<file path="src/rtl/lane_blend_unit.sv">
module lane_blend_unit #(
  parameter int LANE_W = 32,
  parameter int VLEN   = 256,
  parameter int IDX_W  = 4
) (
  input  logic             clk,
  input  logic             rst_n,
  input  logic             in_valid,
  input  logic [1:0]       form,
  input  logic             w_bit,
  input  logic             ext_prefix,
  input  logic             mode32,
  input  logic [7:0]       imm8,
  input  logic [VLEN-1:0]  src_a,
  input  logic [VLEN-1:0]  src_b,
  input  logic [VLEN-1:0]  sel_vec,
  output logic [IDX_W-1:0] mask_idx,
  output logic             res_valid,
  output logic             wr_en,
  output logic             ill_op,
  output logic [VLEN-1:0]  result
);
  localparam int LANES = VLEN / LANE_W;
  localparam int HALF  = LANES / 2;
  localparam logic [1:0] F_LEG   = 2'd0;
  localparam logic [1:0] F_ND128 = 2'd1;
  localparam logic [1:0] F_ND256 = 2'd2;
  localparam logic [1:0] F_RSV   = 2'd3;

  logic [LANES-1:0] pick;
  logic [VLEN-1:0]  blend_d;
  logic             bad;

  for (genvar g = 0; g < LANES; g++) begin : g_lane
    logic [LANE_W-1:0] mixed;
    assign pick[g] = sel_vec[g*LANE_W + LANE_W-1];
    assign mixed   = pick[g] ? src_b[g*LANE_W +: LANE_W] : src_a[g*LANE_W +: LANE_W];
    if (g < HALF) begin : g_lo
      assign blend_d[g*LANE_W +: LANE_W] = mixed;
    end else begin : g_hi
      assign blend_d[g*LANE_W +: LANE_W] =
        (form == F_ND256) ? mixed :
        (form == F_LEG)   ? src_a[g*LANE_W +: LANE_W] : '0;
    end
  end

  assign mask_idx = (form == F_LEG) ? '0 : {imm8[7] & ~mode32, imm8[6:4]};

  assign bad = (form == F_RSV) ||
               ((form == F_LEG) && ext_prefix) ||
               ((form == F_ND128 || form == F_ND256) && w_bit);

  always_ff @(posedge clk) begin
    if (!rst_n) begin
      res_valid <= 1'b0;
      wr_en     <= 1'b0;
      ill_op    <= 1'b0;
      result    <= '0;
    end else begin
      res_valid <= in_valid;
      wr_en     <= in_valid && !bad;
      ill_op    <= in_valid && bad;
      if (in_valid) result <= bad ? '0 : blend_d;
    end
  end

  assert_no_write_on_fault_R7: assert property (@(posedge clk) disable iff (!rst_n)
    ill_op |-> (!wr_en && result == '0));

  assert_valid_follows_R8: assert property (@(posedge clk) disable iff (!rst_n)
    res_valid == $past(in_valid));

  assert_upper_cleared_R3: assert property (@(posedge clk) disable iff (!rst_n)
    (in_valid && form == F_ND128) |=> (result[VLEN-1:VLEN/2] == '0));

  assert_upper_kept_R4: assert property (@(posedge clk) disable iff (!rst_n)
    (in_valid && form == F_LEG && !ext_prefix) |=>
      (wr_en && result[VLEN-1:VLEN/2] == $past(src_a[VLEN-1:VLEN/2])));

  assert_low_reg_range_R6: assert property (@(posedge clk) disable iff (!rst_n)
    mode32 |-> !mask_idx[IDX_W-1]);

  assert_imm_low_ignored_R5: assert property (@(posedge clk) disable iff (!rst_n)
    (form == $past(form) && mode32 == $past(mode32) &&
     imm8[7:4] == $past(imm8[7:4]) && imm8[3:0] != $past(imm8[3:0]))
      |-> mask_idx == $past(mask_idx));

  assert_mask_dontcare_R1: assert property (@(posedge clk) disable iff (!rst_n)
    (in_valid && $past(in_valid) && form == $past(form) && w_bit == $past(w_bit) &&
     ext_prefix == $past(ext_prefix) && src_a == $past(src_a) &&
     src_b == $past(src_b) && pick == $past(pick) && sel_vec != $past(sel_vec))
      |=> result == $past(result));
endmodule

</file>
<file path="config.mk">
export PLATFORM = sky130hd
export DESIGN_NAME = lane_blend_unit
export DESIGN_NICKNAME = d
export VERILOG_FILES = /design/src/rtl/lane_blend_unit.sv
export SDC_FILE = /design/constraint.sdc
export NUM_CORES = 1
export LEC_CHECK = 0
export BUFFER_PORTS_ARGS = -buffer_cell sky130_fd_sc_hd__clkbuf_2
export CAP_MARGIN = 30
export CORE_AREA = 2 2 413 415
export CTS_CLUSTER_DIAMETER = 50
export DETAILED_ROUTE_END_ITERATION = 8
export DIE_AREA = 0 0 415 417
export PLACE_DENSITY = 0.34
export SLEW_MARGIN = 20
export SYNTH_ARGS = -nofsm -noshare
export SYNTH_HDL_FRONTEND = slang
export SYNTH_SLANG_ARGS = --single-unit
</file>
<file path="constraint.sdc">
create_clock -name clk -period 1.35 [get_ports clk]
set_input_delay 0.135 -clock clk [delete_from_list [all_inputs] [get_ports clk]]
set_output_delay 0.135 -clock clk [all_outputs]
set_load 0.01 [all_outputs]
</file>
After elaboration in Yosys (flattened, before gate mapping)
Index checks and enable logic that the tools add are counted.
W data, S select, Z words.
Word-level totals
  register bits: 259
  latch bits: 0
  memory bits (writable): 0
  ROM bits: 0
  output and inout port bits: 263
  memories kept: 0
Operators by class
  add/sub/neg operators: 0
  multipliers: 0
  divide/modulo/power cells: 0
  order comparisons: 0
  eq/ne operators: 3
  shift operators: 0
  multiplexer cells: 18
  bitwise logic cells: 2
  reduce and logical (&&, ||, !) cells: 9
Operator list (number)
  $mux W32: 16
  $mux W256: 1
  $eq A2 B2 Y1 const B: 2
  $logic_and A1 B1 Y1: 4
  $mux W4: 1
  $logic_or A1 B1 Y1: 3
  $eq A2 B1 Y1 const B: 1
  $logic_not A2 Y1: 1
  $and A1 B1 Y1: 1
  $logic_not A1 Y1: 1
  $not A1 Y1: 1

Longest topological paths before layout
Gate-level depths: netlist of the first run.
  depth in word-level cells: 6
  gate-level depth with buffers: 9
  gate-level depth less buffers: 6

Least setup slack after synthesis of the first run
OpenSTA, ideal clock, no wires.
  path kind: input-to-reg
  start: input form[0]
  end: register result[214]
  arrival time: 1.411 ns
  required time: 1.281 ns
  path slack: -0.130 ns
  stages on the path: 8
  path buffers: 3
  cells stage by stage: inv_1 -> ha_1 -> a221oi_4 -> nand2_2 -> buf_2 -> buf_6 -> buf_6 -> o21ai_1
On the way
  longest elaborated chain between the ends: 5
RTL lines
  start: declaration: line 9  | input logic [1:0] form,
  $eq A2 B1 Y1 (tied with other cells): line 51  | ((form == F_ND128 || form == F_ND256) && w_bit);
  $logic_or A1 B1 Y1 / $logic_and A1 B1 Y1 (equally long branches): line 51, 50
  $logic_and A1 B1 Y1 / $logic_or A1 B1 Y1 (equally long branches): line 51, 49
  $logic_or A1 B1 Y1: line 50  | ((form == F_LEG) && ext_prefix) ||
  $mux W256 (*): line 63  | if (in_valid) result <= bad ? '0 : blend_d;
  end signal: assignment: line 63
  end: declaration: line 21  | output logic [VLEN-1:0] result
Mark *: on every way between the ends. The rest lies on a longest branch, timed or not.
A chain may end at the register's enable or synchronous reset.

Worst setup path in the final report of the first run
  start: input src_a[224]
  end: register result[224]
On the way
  longest elaborated chain between the ends: 3
RTL lines
  start: declaration: line 14  | input logic [VLEN-1:0] src_a,
  $mux W32, on equally long branches: line 43, 37
  $mux W32 (*): line 42  | (form == F_ND256) ? mixed :
  $mux W256 (*): line 63
Marked as above.

==> out/metrics.yaml, run 1 <==
ant_nets: 0
synth_nets: 2514
coreArea_um2: 168500
cpMostUsedCell: "dlygate4sd3_1"
wl_met2_um: 42600
syn_avg_cell_area_um2: 8.429
grt_max_degree: 79
vdd_drop_max_mv: 1.298
ys_seq_elements: 259
fmax_mhz: 705.8
p_leak_nw: 12.05
grt_antenna_before_repair: 37
cp_max_fo: 2
cts_buffers: 60
die_area_um2: 173100
top_layer_used: "met5"
crit_family: "buffers and inverters"
via_per_inst: 3.276
layout-drive-gt1-share_pct: 43.49
r2r_cells: 2
maxCapViolCount: 0
grt.total_usage_pct: 9.769
slew_violations: 0
drt-met1-wl_um: 35590
vias: 17370
dp_hpwl_um: 68840
die_w_um: 415
cts.sinks: 259
syn-instance-count: 1727
fin_area_um2: 29270
maxSlewHeadroom_pct: 70.32
ys_types: 26
timing.rr.end: "result[20]"
min_to: "result[15]"
drt_wl_total_um: 88320
end_kind: "flop"
rrSetupSlack_ns: 0.72
grt_pass1_wl_um: 123700
final_core_util_pct: 17.37
nets: 3817
critical_path_arrival_ns: 1.91
start_kind: "input port"
preCtsSetupSlack_ns: -0.5342
rsz0062_at_grt: "true"
setup_ws_ns: -0.06680
root_buffer: "clkbuf_16"
first_pass_iters: 4
tightest_slew_ns: 0.4452
seq_area_frac_synth_pct: 35.62
hold_class: "input port to flop"
required_ns: 1.84
grt_pass1_vias: 17860
route.detailed.drc: 0
area_growth_pct: 101.0
rows: 151
hold_violations: 0
criticalPathCategory: "input port to flop"
place_area_um2: 22150
clock_path_buffers: 3
period_needed_ns: 1.417
tns_ns: -0.07164
dieHeight_um: 417
pin_count: 1047
skew_ns: 0
first_iter_violations: 637
hold_path_startpoint: "src_b[15]"
cts_tree: "yes"
wl_met3_um: 6568
yosys_warnings: 0
violations: "setup timing"
critical-path-max-stage-delay_ns: 0.56
place_congestion: 0.7657
io_buffers: 794
r2r-start: "result[20]"
hold_path_depth: 4
overflow: 0
syn-cell-area_um2: 14560
setup_viol_count_final: 2
post-route-period-util_pct: 104.9
nFillCells: 19080
status: "finished, violations left"
clk_pin_slew_ns: 0.04
cts_htree_levels: 2
cp_slowest_cell: "dlygate4sd3_1"
crit_chain: "dlygate4sd3_1 -> clkbuf_2 -> mux2_2 -> dlygate4sd3_1 -> a21oi_1 -> o21ai_0"
p_per_area_nw_per_um2: 991.9
clk-insertion-delay-late_ns: 0.64
cp_num_buf_inv: 3
wire_per_inst_um: 16.66
initial_utilization_pct: 8.638
total_power_w: 0.02903
## flip-flops by register name, summed over array words and instances, names as in the netlist
| name | flops |
|---|---|
| ill_op | 1 |
| res_valid | 1 |
| result | 256 |
| wr_en | 1 |
## final cells by class
class                      instances  area (um2)  share of cell area, %
antenna                           10       25.02                0.08551
clock buffer                      81        1650                  5.639
clock inverter                    25       360.3                  1.231
inverter                           5       33.78                 0.1154
multi-input combinational       1289        8636                  29.51
sequential                       259        5239                  17.90
tap                             2218        2775                  9.483
timing repair buffer            1415       10550                  36.04
## worst register-to-register path: stages (launching register included)
cell      delay, ns
dfxtp_1        0.33
nand2b_1       0.05
a21boi_0       0.17
## report_power, final
group          switching (W)  internal, W  leakage, nW
Clock                0.00499      0.00994        0.971
Combinational        0.00261      0.00333         8.96
Sequential          0.000177      0.00799         2.12
Total                0.00777       0.0213         12.1
## cells by family after synthesis
kind of cell | synth area share, %
buffers and inverters | 5.398
adder cells (fa/ha/maj) | 0.2579
AND/OR/NAND/NOR | 23.33
flip-flops | 35.62
multiplexers | 19.79
AO/OA/AOI/OAI | 15.61
## per-layer routing
metal  GRT usage [%]  vias to the layer above
met4           4.101                       24
met5               0                        -
li1                -                     8654
met2           16.73                      596
met1           11.09                     7950
met3           3.205                      144
## layout by cell type, fill, tap and decap left out, types with 126 or more instances in the layout
master         instances
buf_4                126
nand3_1              128
dlygate4sd3_1        455
nor2_1               127
nand2_1              128
mux2_2               239
nand2b_1             128
nand3b_1             128
dfxtp_1              220
clkbuf_2             754
## worst max path at each step
stage,from,endpoint,cells past startpoint
after floorplan,form[1],result[222],8
after global placement,form[1],result[188],8
after detailed placement,form[1],result[211],8
after CTS,result[30],result[30],1
after global routing,src_a[224],result[224],6
final,src_a[224],result[224],6
## stage by stage
step,std cells,hold slack [ns]
2_1_floorplan,1727,0.2781
3_3_place_gp,4721,0.4545
3_5_place_dp,4721,0.4562
4_1_cts,5287,0.002522
5_1_grt,5296,0.01916
6_report,5302,0.04775
## Yosys cell counts
library cell	number	area, um2
ha_1	3	37.54
nor2b_1	3	18.77
a32oi_1	1	8.760
dfxtp_1	259	5185
nor2_1	128	480.5
o21ai_0	119	595.6
clkbuf_1	113	424.2
o21ai_1	9	45.04
inv_1	5	18.77
nand3b_1	128	960.9
mux2i_1	1	10.01
a21boi_1	47	352.8
a21boi_0	81	608.1
buf_2	43	215.2
nor3b_1	1	7.510
a221oi_4	1	26.28
nand2_2	1	6.260
mux2_1	16	180.2
buf_6	2	22.52
buf_1	4	15.01
nand2b_1	128	800.8
nand3_1	128	640.6
buf_4	12	90.09
nand2_1	128	480.5
mux2_2	239	2691
a21oi_1	127	635.6
## repair_timing
item	4_1_cts	5_1_grt
buffers inserted	2	5
hold endpoints to repair	239	0
gates cloned	1	0
hold buffers	458	0
setup endpoints to repair	54	71
resized for setup	97	23
No activity file was read; power rests on OpenSTA's default activity.
==> inputs of run 2 (changes only) <==
--- a/config.mk
+++ b/config.mk
@@ -7,11 +7,12 @@
 export LEC_CHECK = 0
 export BUFFER_PORTS_ARGS = -buffer_cell sky130_fd_sc_hd__clkbuf_2
 export CAP_MARGIN = 30
-export CORE_AREA = 2 2 413 415
+export CORE_AREA = 2 2 405 407
 export CTS_CLUSTER_DIAMETER = 50
 export DETAILED_ROUTE_END_ITERATION = 8
-export DIE_AREA = 0 0 415 417
+export DIE_AREA = 0 0 407 409
 export PLACE_DENSITY = 0.34
+export REMOVE_ABC_BUFFERS = 1
 export SLEW_MARGIN = 20
 export SYNTH_ARGS = -nofsm -noshare
 export SYNTH_HDL_FRONTEND = slang
==> constraint.sdc (replaced) <==
create_clock -name clk -period 1.5 [get_ports clk]
set_input_delay 0.15 -clock clk [delete_from_list [all_inputs] [get_ports clk]]
set_output_delay 0.15 -clock clk [all_outputs]
set_load 0.01 [all_outputs]
==> run 2 against run 1 <==
The run still ends with setup timing left. Total power fell by 17%. Hold slack improved by 0.00065 ns. Clock power fell by 23%. Sequential share of layout area rose by 0.36 points. Routed wire length rose by 5.9%. Critical path depth did not move. Via count fell by 0.47%. Register-to-register slack got worse by 0.19 ns. Utilization rose by 0.18 points. Combinational power fell by 11%. Flip-flop and latch count did not move. Clock skew did not move.
==> out/metrics.yaml, run 2 (synthesized netlist as in run 1, its figures left out) <==
status: "finished, violations left"
violations: "setup timing"
grt_pass1_wl_um: 127500  # +3.1%
clk-insertion-delay-late_ns: 0.59  # -0.05 ns
coreArea_um2: 162000  # -3.9%
cts_buffers: 50  # -17%
clk_pin_slew_ns: 0.05  # about the same
p_leak_nw: 11.63  # -3.5%
ant_nets: 0  # unchanged
cp_slowest_cell: "dlygate4sd3_1"
grt_pass1_vias: 17450  # -2.3%
dp_hpwl_um: 75490  # +9.7%
place_congestion: 0.7760  # +1.3%
criticalPathCategory: "input port to flop"
maxCapViolCount: 0  # unchanged
r2r-start: "result[190]"
drt_wl_total_um: 93490  # +5.9%
setup_viol_count_final: 1  # -1
vias: 17290  # -0.47%
cp_max_fo: 2  # unchanged
io_buffers: 794  # unchanged
first_iter_violations: 584  # -8.3%
critical_path_arrival_ns: 2.01  # +0.10 ns
grtUsageMet2_pct: 17.91  # +1.2 points
combPwrFrac_pct: 22.0  # +1.6 points
internal_power_w: 0.01729  # -19%
nFillCells: 18350  # -3.8%
final_core_util_pct: 17.54  # +0.18 points
layout_common_cells: "790 x clkbuf_2, 471 x dlygate4sd3_1, 257 x dfxtp_1, 239 x mux2_2"
die_w_um: 407  # -1.9%
p_clk_share_pct: 47.5  # -3.9 points
setup_ws_ns: -0.03330  # +0.03350 ns
grt_antenna_before_repair: 59  # +59%
cp_num_buf_inv: 3  # unchanged
power.switching_w: 0.006745  # -13%
skew_ns: 0  # unchanged
cpMostUsedCell: "dlygate4sd3_1"
sequentialPowerShare_pct: 30.5  # +2.4 points
hold_path_startpoint: "src_a[117]"
fin_cells: 5213  # -1.7%
swShare_pct: 28.06  # +1.3 points
largest_reg_flops: 256  # unchanged
fin_hold_ws_ns: 0.04840  # +0.0006505 ns
vdd_drop_max_mv: 0.6610  # -49%
p_per_area_nw_per_um2: 845.6  # -15%
via_per_inst: 3.316  # +1.2%
die_area_um2: 166500  # -3.8%
overflow: 0  # unchanged
layout_commonest_cell: "clkbuf_2"
hold_violations: 0  # unchanged
slew_violations: 0  # unchanged
clock_path_buffers: 3  # unchanged
cts_tree: "yes"
root_buffer: "clkbuf_16"
dp.cells: 4639  # -1.7%
grt.total_usage_pct: 10.65  # +0.88 points
layout-drive-gt1-share_pct: 41.16  # -2.3 points
cp-startpoint: "src_a[245]"
place_area_um2: 21850  # -1.3%
pin_count: 1047  # unchanged
required_ns: 1.98  # +0.14 ns
busiest_layer: "met2"
cts_htree_levels: 2  # unchanged
area_growth_pct: 95.26
rsz0062_at_grt: "false"
cts.sinks: 259  # unchanged
first_pass_iters: 4  # unchanged
wire_per_inst_um: 17.93  # +7.7%
period_needed_ns: 1.533
maxSlewHeadroom_pct: 73.97  # +3.6 points
fmax_mhz: 652.2
grt_use_met1_pct: 13.26  # +2.2 points
crit_chain: "dlygate4sd3_1 -> clkbuf_2 -> mux2_2 -> dlygate4sd3_1 -> a21oi_1 -> o21ai_0"
route.detailed.drc: 0  # unchanged
end_kind: "flop"
grt_use_met3_pct: 3.361  # +0.16 points
hold_class: "input port to flop"
initial_utilization_pct: 8.985  # +0.35 points
rows: 148  # -2.0%
crit_family: "buffers and inverters"
start_kind: "input port"
top_register: "result"
dieHeight_um: 409  # -1.9%
grt_max_degree: 57  # -28%
critical-path-max-stage-delay_ns: 0.55  # about the same
fin_area_um2: 28430  # -2.9%
nets: 3779  # -1.0%
post-route-period-util_pct: 102.2
tightest_slew_ns: 0.3905  # -0.05470 ns
## run 2: cell types whose count changed in the layout (fill, tap and decap cells not counted), moves of 5 or more
cell,before,now
clkinvlp_4,5,13
dfxtp_2,37,1
clkbuf_4,7,2
dfxtp_1,220,257
clkbuf_16,64,54
clkbuf_8,28,6
clkbuf_1,14,6
dlygate4sd3_1,455,471
clkbuf_2,754,790
buf_4,126,78
buf_12,30,35
## run 2: what timing repair did
item                                   CTS  global route
setup buffers                            0             1
cloned                                   0             3
resized for setup                        5            12
setup endpoints to repair                5            37
hold buffers                           473             0
endpoints found under the hold margin  247             0
## run 2: area by class of cell
cell class	count	area [um2]	share of cell area (%)
timing repair buffer	1387	10180	35.80
multi-input combinational	1289	8626	30.34
sequential	259	5190	18.26
tap	2175	2721	9.573
clock buffer	63	1381	4.859
clock inverter	29	296.5	1.043
inverter	5	18.77	0.06602
antenna	6	15.01	0.05282
## run 2: tightest hold or removal path, delay by kind of cell
family	cells	cell delay [ns]
buffers and inverters	1	0.08
AND/OR/NAND/NOR	1	0.07
multiplexers	1	0.15
AO/OA/AOI/OAI	1	0.17
## run 2: routing by layer
layer	wire length, um	part of all wire [%]
met4	1934	2.1
met3	7310	7.8
met1	40720	44
met2	43460	46
met5	68	0.073
## run 2: power groups by stage
stage / clock network, W / logic [W] / registers, W
2_1_floorplan: 0 / 0.00146 / 0.00757
3_3_place_gp: 0 / 0.00414 / 0.00748
3_5_place_dp: 0 / 0.00412 / 0.00748
4_1_cts: 0.0120 / 0.00532 / 0.00734
5_1_grt: 0.0122 / 0.00577 / 0.00737
6_report: 0.0114 / 0.00528 / 0.00734
## run 2: metrics by stage
stage	setup WS, ns	power, W	TNS, ns
2_1_floorplan	-5.071	0.009036	-1087.56
3_3_place_gp	-0.4123	0.01162	-83.12
3_5_place_dp	-0.3953	0.01160	-83.77
4_1_cts	0.005304	0.02462	0
5_1_grt	0.001825	0.02532	0
6_report	-0.03330	0.02404	-0.03330
## run 2: path summary, 6_finish.rpt
path / end / slack, ns / depth (start not counted)
max: result[245] / -0.03 / 6
min: result[117] / 0.05 / 4
max reg2reg: result[190] / 0.53 / 2
min reg2reg: result[79] / 0.46 / 2
==> inputs of run 3 (changes only) <==
--- a/config.mk
+++ b/config.mk
@@ -7,11 +7,13 @@
 export LEC_CHECK = 0
 export BUFFER_PORTS_ARGS = -buffer_cell sky130_fd_sc_hd__clkbuf_2
 export CAP_MARGIN = 30
-export CORE_AREA = 2 2 405 407
+export CELL_PAD_IN_SITES_DETAIL_PLACEMENT = 1
+export CELL_PAD_IN_SITES_GLOBAL_PLACEMENT = 1
+export CORE_AREA = 2 2 403 405
 export CTS_CLUSTER_DIAMETER = 50
 export DETAILED_ROUTE_END_ITERATION = 8
-export DIE_AREA = 0 0 407 409
-export PLACE_DENSITY = 0.34
+export DIE_AREA = 0 0 405 407
+export PLACE_DENSITY = 0.41
 export REMOVE_ABC_BUFFERS = 1
 export SLEW_MARGIN = 20
 export SYNTH_ARGS = -nofsm -noshare
==> run 3 against run 2 <==
The run ends with hold timing left. Design area increased by 3.5%. Sequential power barely moved. Cell count grew 1.1%. Die area down 0.98%. Utilization is 0.82 points higher. Hold slack lost 0.099 ns. Via count up 3.9%. Maximum frequency up 3.3%. Sequential share of layout area fell by 0.63 points. Combinational power grew 3%. Routed wire length rose by 9.3%.
==> out/metrics.yaml, run 3 (synthesized netlist as in run 1, its figures left out) <==
status: "finished, violations left"
violations: "hold timing"
coreArea_um2: 160200  # -1.1%
cts_buffers: 66  # +32%
grt_max_degree: 99  # +74%
p_leak_nw: 12.08  # +3.9%
first_iter_violations: 534  # -8.6%
hold_path_startpoint: "src_b[158]"
layout_commonest_cell: "clkbuf_2"
tightest_slew_ns: 0.7939  # +0.4035 ns
die_w_um: 405  # -0.49%
layout-drive-gt1-share_pct: 41.30  # +0.14 points
hold_class: "input port to flop"
p_clk_share_pct: 53.9  # +6.4 points
nets: 3822  # +1.1%
swShare_pct: 27.93  # -0.13 points
largest_reg_flops: 256  # unchanged
p_per_area_nw_per_um2: 944.4  # +12%
clk_pin_slew_ns: 0.04  # about the same
place_congestion: 0.7676  # -1.1%
wire_per_inst_um: 19.38  # +8.1%
internal_power_w: 0.02002  # +16%
cts_htree_levels: 3  # +1
fin_hold_ws_ns: -0.05030  # -0.09870 ns
io_buffers: 794  # unchanged
post-route-period-util_pct: 98.95  # -3.3 points
grt_pass1_vias: 19090  # +9.4%
nFillCells: 19090  # +4.1%
slew_violations: 0  # unchanged
grt_antenna_before_repair: 64  # +8.5%
ant_nets: 0  # unchanged
r2r-start: "result[102]"
end_kind: "flop"
initial_utilization_pct: 9.087  # +0.10 points
first_pass_iters: 4  # unchanged
dieHeight_um: 407  # -0.49%
hold_path_depth: 4  # unchanged
rsz0062_at_grt: "true"
grt.total_usage_pct: 11.91  # +1.3 points
critical_path_arrival_ns: 1.98  # -0.03 ns
via_per_inst: 3.406  # +2.7%
overflow: 0  # unchanged
vias: 17960  # +3.9%
setup_viol_count_final: 0  # -1
period_needed_ns: 1.484  # -0.04898 ns
required_ns: 1.99  # about the same
vdd_drop_max_mv: 0.6920  # +4.7%
combPwrFrac_pct: 19.6  # -2.4 points
maxSlewHeadroom_pct: 46.90  # -27 points
grt_pass1_wl_um: 139800  # +9.6%
maxCapViolCount: 0  # unchanged
setup_ws_ns: 0.01568  # +0.04898 ns
pin_count: 1047  # unchanged
min_to: "result[158]"
r2r_cells: 2  # unchanged
die_area_um2: 164800  # -0.98%
rows: 147  # -0.68%
start_kind: "input port"
top_register: "result"
skew_ns: 0  # unchanged
drt_wl_total_um: 102200  # +9.3%
route.detailed.drc: 0  # unchanged
clock_path_buffers: 3  # unchanged
area_growth_pct: 102.1
clk-insertion-delay-late_ns: 0.63  # +0.04 ns
root_buffer: "clkbuf_16"
dp_hpwl_um: 77670  # +2.9%
preCtsSetupSlack_ns: -0.3291  # +0.06617 ns
cts.sinks: 259  # unchanged
tns_ns: 0  # +0.03330 ns
cts_tree: "yes"
power.switching_w: 0.007760  # +15%
rrSetupSlack_ns: 0.84  # +0.31 ns
hold_violations: 1  # +1
layout_common_cells: "790 x clkbuf_2, 498 x dlygate4sd3_1, 257 x dfxtp_1, 239 x mux2_2"
cp_max_fo: 12  # +10
sequentialPowerShare_pct: 26.4  # -4.1 points
fmax_mhz: 673.7  # +3.3%
criticalPathCategory: "input port to flop"
timing.rr.end: "result[102]"
## run 3: worst max path at each step
| stage | from | to | cells past startpoint |
|---|---|---|---|
| finish | form[0] | result[151] | 11 |
| global route | form[0] | result[248] | 11 |
| CTS | result[199] | result[199] | 1 |
| detailed placement | form[0] | result[6] | 8 |
| global placement | form[0] | result[201] | 8 |
| floorplan | form[0] | result[128] | 5 |
## run 3: worst max-delay path: stages
cell	delay [ns]
clkbuf_2	0.11
inv_2	0.05
ha_4	0.17
buf_16	0.15
buf_8	0.15
bufbuf_16	0.28
nand2_1	0.07
nor2_1	0.04
a21oi_1	0.12
dlygate4sd3_1	0.57
o21ai_0	0.07
## run 3: power groups by stage
stage / Clock [W] / Combinational [W] / Sequential [W]
finish: 0.0150 / 0.00546 / 0.00734
global route: 0.0159 / 0.00595 / 0.00737
CTS: 0.0156 / 0.00549 / 0.00734
detailed placement: 0 / 0.00413 / 0.00747
global placement: 0 / 0.00413 / 0.00746
floorplan: 0 / 0.00146 / 0.00757
## run 3: repair_timing
action | 4_1_cts | 5_1_grt
hold buffers | 500 | 6
buffers inserted | 6 | 10
cloned | 2 | 3
hold endpoints to repair | 253 | 5
endpoints found under the setup margin | 7 | 51
pin swaps | 1 | 2
gates resized for setup | 5 | 25
## run 3: layout make-up
| cell class | count | area [um2] | area share [%] |
|---|---|---|---|
| clock buffer | 84 | 1829 | 6.217 |
| inverter | 5 | 18.77 | 0.06379 |
| antenna | 27 | 67.56 | 0.2296 |
| timing repair buffer | 1414 | 10530 | 35.79 |
| clock inverter | 34 | 455.4 | 1.548 |
| sequential | 259 | 5187 | 17.63 |
| tap | 2160 | 2703 | 9.186 |
| multi-input combinational | 1289 | 8630 | 29.33 |
## run 3: per-layer routing
| layer | vias to the layer above | wire length, um | track usage (%) |
|---|---|---|---|
| met5 | - | 74 | 0 |
| met4 | 10 | 3138 | 4.275 |
| met3 | 158 | 9288 | 4.650 |
| met2 | 738 | 46400 | 19.23 |
| met1 | 8370 | 43300 | 14.25 |
| li1 | 8680 | - | - |
## run 3: per-stage QoR
stage / std cells / instance area (um2) / hold WS, ns / total power (W) / utilization (%)
3_3_place_gp: 4605 / 21710 / 0.4355 / 0.01159 / 13.55
6_report: 5272 / 29420 / -0.05030 / 0.02778 / 18.37
2_1_floorplan: 1553 / 13790 / 0.2868 / 0.009036 / -
5_1_grt: 5257 / 29380 / 0.0006635 / 0.02922 / 18.34
4_1_cts: 5231 / 29140 / 0.001044 / 0.02842 / 18.19
3_5_place_dp: 4605 / 21710 / 0.4432 / 0.01160 / 13.55
